File: src/rtl/parcel_aligner.sv
module parcel_aligner (
  input  logic         clk,
  input  logic         rst_n,
  input  logic         flush,
  input  logic         allow_short,
  input  logic         in_valid,
  input  logic [15:0]  in_parcel,
  output logic         in_ready,
  output logic         out_valid,
  input  logic         out_ready,
  output logic [191:0] out_insn,
  output logic [3:0]   out_parcels,
  output logic [2:0]   out_class,
  output logic [4:0]   out_rd,
  output logic         out_illegal
);
  localparam int PW   = 16;
  localparam int MAXP = 12;
  localparam int OW   = PW * MAXP;
  localparam int CW   = $clog2(MAXP + 1);

  logic [OW-1:0] buf_q;
  logic [CW-1:0] cnt_q, need_q;
  logic [2:0]    cls_q;
  logic [4:0]    rd_q;
  logic          ill_q, ov_q;

  logic [CW-1:0] d_len;
  logic [2:0]    d_cls;
  logic          d_ill;

  always_comb begin
    d_ill = 1'b0;
    d_cls = 3'd0;
    d_len = CW'(1);
    if (in_parcel[1:0] != 2'b11) begin
      d_ill = !allow_short;
    end else if (in_parcel[4:2] != 3'b111) begin
      d_cls = 3'd1;
      d_len = CW'(2);
    end else if (!in_parcel[5]) begin
      d_cls = 3'd2;
      d_len = CW'(3);
    end else if (!in_parcel[6]) begin
      d_cls = 3'd3;
      d_len = CW'(4);
    end else begin
      d_cls = 3'd4;
      d_len = CW'(5) + CW'(in_parcel[14:12]);
      d_ill = in_parcel[15];
    end
    if (d_ill) d_len = CW'(1);
  end

  assign in_ready    = !ov_q || out_ready;
  assign out_valid   = ov_q;
  assign out_insn    = ov_q ? buf_q : '0;
  assign out_parcels = need_q;
  assign out_class   = cls_q;
  assign out_rd      = rd_q;
  assign out_illegal = ill_q;

  wire take = in_valid && in_ready;

  always_ff @(posedge clk) begin
    if (!rst_n) begin
      buf_q  <= '0;
      cnt_q  <= '0;
      need_q <= CW'(1);
      cls_q  <= '0;
      rd_q   <= '0;
      ill_q  <= 1'b0;
      ov_q   <= 1'b0;
    end else if (flush) begin
      cnt_q <= '0;
      ov_q  <= 1'b0;
    end else begin
      if (ov_q && out_ready) ov_q <= 1'b0;
      if (take) begin
        if (cnt_q == '0) begin
          buf_q  <= {{(OW-PW){1'b0}}, in_parcel};
          need_q <= d_len;
          cls_q  <= d_cls;
          rd_q   <= (d_cls == 3'd4) ? in_parcel[11:7] : 5'd0;
          ill_q  <= d_ill;
          if (d_len == CW'(1)) ov_q  <= 1'b1;
          else                 cnt_q <= CW'(1);
        end else begin
          buf_q[cnt_q*PW +: PW] <= in_parcel;
          if (cnt_q + CW'(1) == need_q) begin
            ov_q  <= 1'b1;
            cnt_q <= '0;
          end else begin
            cnt_q <= cnt_q + CW'(1);
          end
        end
      end
    end
  end
endmodule

File: config.mk
export PLATFORM = sky130hd
export DESIGN_NAME = parcel_aligner
export DESIGN_NICKNAME = d
export VERILOG_FILES = /design/src/rtl/parcel_aligner.sv
export SDC_FILE = /design/constraint.sdc
export NUM_CORES = 1
export LEC_CHECK = 0
export ABC_AREA = 0
export BUFFER_PORTS_ARGS = -buffer_cell sky130_fd_sc_hd__buf_2
export CAP_MARGIN = 20
export CELL_PAD_IN_SITES_DETAIL_PLACEMENT = 0
export CELL_PAD_IN_SITES_GLOBAL_PLACEMENT = 1
export CORE_ASPECT_RATIO = 0.75
export CORE_MARGIN = 4
export CORE_UTILIZATION = 35
export DETAILED_ROUTE_END_ITERATION = 8
export PLACE_DENSITY_LB_ADDON = 0.1
export SYNTH_ARGS = -nofsm -noshare
export SYNTH_HDL_FRONTEND = slang
export SYNTH_SLANG_ARGS = --single-unit
File: constraint.sdc
create_clock -name clk -period 3.19 [get_ports clk]
set_clock_uncertainty 0.1 [all_clocks]
set_input_delay 0.319 -clock clk [delete_from_list [all_inputs] [get_ports clk]]
set_output_delay 0.319 -clock clk [all_outputs]
set_load 0.01 [all_outputs]
==> impl_metrics.csv <==
group,metric,value,unit
global_route,grt_usage,20.7,%
global_route,grt_antenna_before_repair,2,
worst_setup_path,path_cells,"nor3_1, ha_1, nand2_1, o21ai_0, nand2_1, a22oi_1, nor2b_1",
yosys,ys_ff_latch,210,
worst_setup_path,worstPathMaxFanout,16,
yosys,ys.flop_type,"dfxtp_1",
power,switching_share,24.6,%
placed_design,dp_hpwl,20000,um
clock_tree,htree_num_levels,1,
power,p_leak,5.00,nW
placed_design,gp_congestion,0.797,
yosys,syn-cell-area,0.00957,mm^2
layout,final-seq-area,0.00421,mm^2
power,peakVddDrop,0.000311,V
clock_tree,clock-sinks,210,
yosys,synth-seq-area-share,43.9,%
layout,antennaDiodeCount,0,
layout,syn2layout_area_growth,22.0,%
run,max_cap_violations,0,
clock_tree,cts_hold_buf,0,
clock_tree,cts_buffer_depth,3,
layout,finalNonFillerCells,1640,
layout,drive_gt1_share,24.4,%
yosys,netlist_instances,1097,
global_route,grt_pass1_wl,48600,um
layout,multi_input_area,0.00481,mm^2
detailed_routing,via_per_inst,5.02,
sta,timing.fmax,355,MHz
worst_setup_path,critical_path_class,"flip-flop to flip-flop",
hold_path,hp-class,"input port to flip-flop",
layout,finalNetCount,1304,
worst_setup_path,crit_path_start_kind,"flip-flop",
clock_tree,clk_latency,0.50,ns
die,ios,229,
detailed_routing,drt-total-wl,32800,um
yosys,async_reset_ff_share,0,%
worst_setup_path,crit_required,3.48,ns
sta,rsz0062_at_grt,"no",
sta,fin_tns_setup,0,ns
detailed_routing,ant_nets,0,
clock_tree,path_clk_slew,0.06,ns
global_route,first_global_vias,7763,
detailed_routing,vias,8227,
clock_tree,cts_buffers,23,
sta,hold_ws,0.0617,ns
detailed_routing,first_iter_violations,537,
power,cellPowerDensity,488,mW/mm^2
clock_tree,root_buffer,"clkbuf_16",
yosys,synth_cell_type_count,57,
power,power.internal,0.00430,W
power,seq_power_share,46.5,%
worst_setup_path,critical_path.max_stage_delay,0.65,ns
power,power_frac_clock,46.1,%
die,core,0.0269,mm^2
yosys,syn_nets,1124,
global_route,grt_max_degree,194,
yosys,synth_top_area_share,43.9,%
detailed_routing,first_pass_iters,4,
yosys,synth_edf_count,0,
sta,max_slew_margin,50.0,%
outcome,status,"finished, final reports clean",
worst_setup_path,critPathArrivalTime,3.11,ns
global_route,overflow,0,
sta,maxSlewViolCount,0,
yosys,syn_avg_cell_area,8.72,um^2
yosys,synthTopCellsByArea,"dfxtp_1, and2_1, a22oi_1",
die,die_h,151,um
clock_tree,postCtsSetupBuffers,0,
worst_setup_path,cpMostUsedCell,"nand2_1",
worst_setup_path,end_kind,"flip-flop",
die,initial_core_util,35.5,%
yosys,yosysWarningCount,0,
power,p_switching,0.00140,W
power,pwr-share-comb,7.4,%
die,placementRows,52,
sta,worst_slew_pin_slew,0.750,ns
layout,fillers,2831,
detailed_routing,wl_per_cell,20.0,um
yosys,yosys-top-cells-count,"dfxtp_1, and2_1, nor2b_1",
yosys,synth.largest_area_cell,"dfxtp_1",
placed_design,dp_cells,1603,
worst_setup_path,worst_path_max_delay_cell,"dfxtp_1",
clock_tree,cts-resized-gates,0,
sta,finalHoldViolCount,0,
clock_tree,cts_tree,"yes",
die,die_w,199,um
placed_design,port_buffers,228,
sta,finalCritPeriodShare,88.3,%
die,die_area,0.0301,mm^2
sta,finalSetupViolCount,0,
detailed_routing,drcViolationCount,0,
sta,fin_crit,2.82,ns
layout,finish.utilization,43.4,%
yosys,synthMostInstantiatedCell,"dfxtp_1",
[sequential cells by signal (all words and copies together) (netlist names)]
signal,flops
buf_q,192
out_rd,5
out_class,3
out_illegal,1
cnt_q,4
out_parcels,4
out_valid,1
[per-stage QoR]
stage / power [W] / setup slack (ns) / instance area (um^2)
2_1_floorplan: 0.00296 / 0.607 / 9570
3_3_place_gp: 0.00313 / 0.488 / 11000
3_5_place_dp: 0.00313 / 0.359 / 11000
4_1_cts: 0.00578 / 0.366 / 11700
5_1_grt: 0.00592 / 0.166 / 11700
6_report: 0.00570 / 0.373 / 11700
[critical path: cells and delay by family (launching register included)]
kind | cells | cell delay [ns]
flops | 1 | 0.65
compound gates | 2 | 0.51
simple gates | 4 | 0.83
fa+ha+maj | 1 | 0.61
[cell families after synthesis]
| group | count (synthesis) | synth area share [%] |
|---|---|---|
| compound gates | 237 | 17.9 |
| xor+xnor | 9 | 0.981 |
| fa+ha+maj | 5 | 0.654 |
| buf+inv | 127 | 5.80 |
| flops | 210 | 43.9 |
| simple gates | 509 | 30.7 |
[metal layers]
layer | wire [um] | share of wire [%] | up-vias | track usage (%)
li1 | - | - | 4084 | -
met1 | 16100 | 49 | 3893 | 30.7
met2 | 14100 | 43 | 203 | 30.9
met3 | 1840 | 5.6 | 43 | 4.49
met4 | 685 | 2.1 | 4 | 4.61
met5 | 34 | 0.10 | - | 0
[area by class of cell]
cell class	instances	area share, %
Multi-Input combinational cell	760	41.2
Timing Repair Buffer	261	12.1
Tap cell	351	3.76
Clock buffer	29	5.39
Clock inverter	8	0.814
Sequential cell	210	36.0
Inverter	21	0.675
[cells in the final DEF (no fill, tap or decap), types with 17 or more instances in the layout]
master	n
a22oi_1	96
and2_1	193
and3_1	20
buf_2	227
buf_4	32
clkbuf_16	24
dfxtp_1	209
inv_1	21
nand2_1	95
nand3_1	41
nor2_1	24
nor2b_1	100
o21a_1	17
o21ai_0	18
o21ai_1	28
[path summary, 6_finish.rpt]
kind	from	to	slack (ns)	depth (start not counted)
hold reg to reg	buf_q[108]$_SDFFE_PN0P_	buf_q[108]$_SDFFE_PN0P_	0.34	2
setup reg to reg	cnt_q[2]$_SDFFE_PP0P_	buf_q[124]$_SDFFE_PN0P_	0.37	7
hold / removal	flush	cnt_q[3]$_SDFFE_PP0P_	0.06	4
setup / recovery	cnt_q[2]$_SDFFE_PP0P_	buf_q[124]$_SDFFE_PN0P_	0.37	7
[power groups by stage]
stage	combinational, W	sequential (W)	clock [W]
final	0.000420	0.00265	0.00263
after global routing	0.000457	0.00265	0.00281
after CTS	0.000424	0.00265	0.00270
after detailed placement	0.000423	0.00271	0
after global placement	0.000422	0.00271	0
after floorplan	0.000249	0.00271	0
Power figures use the tool's default switching activity.
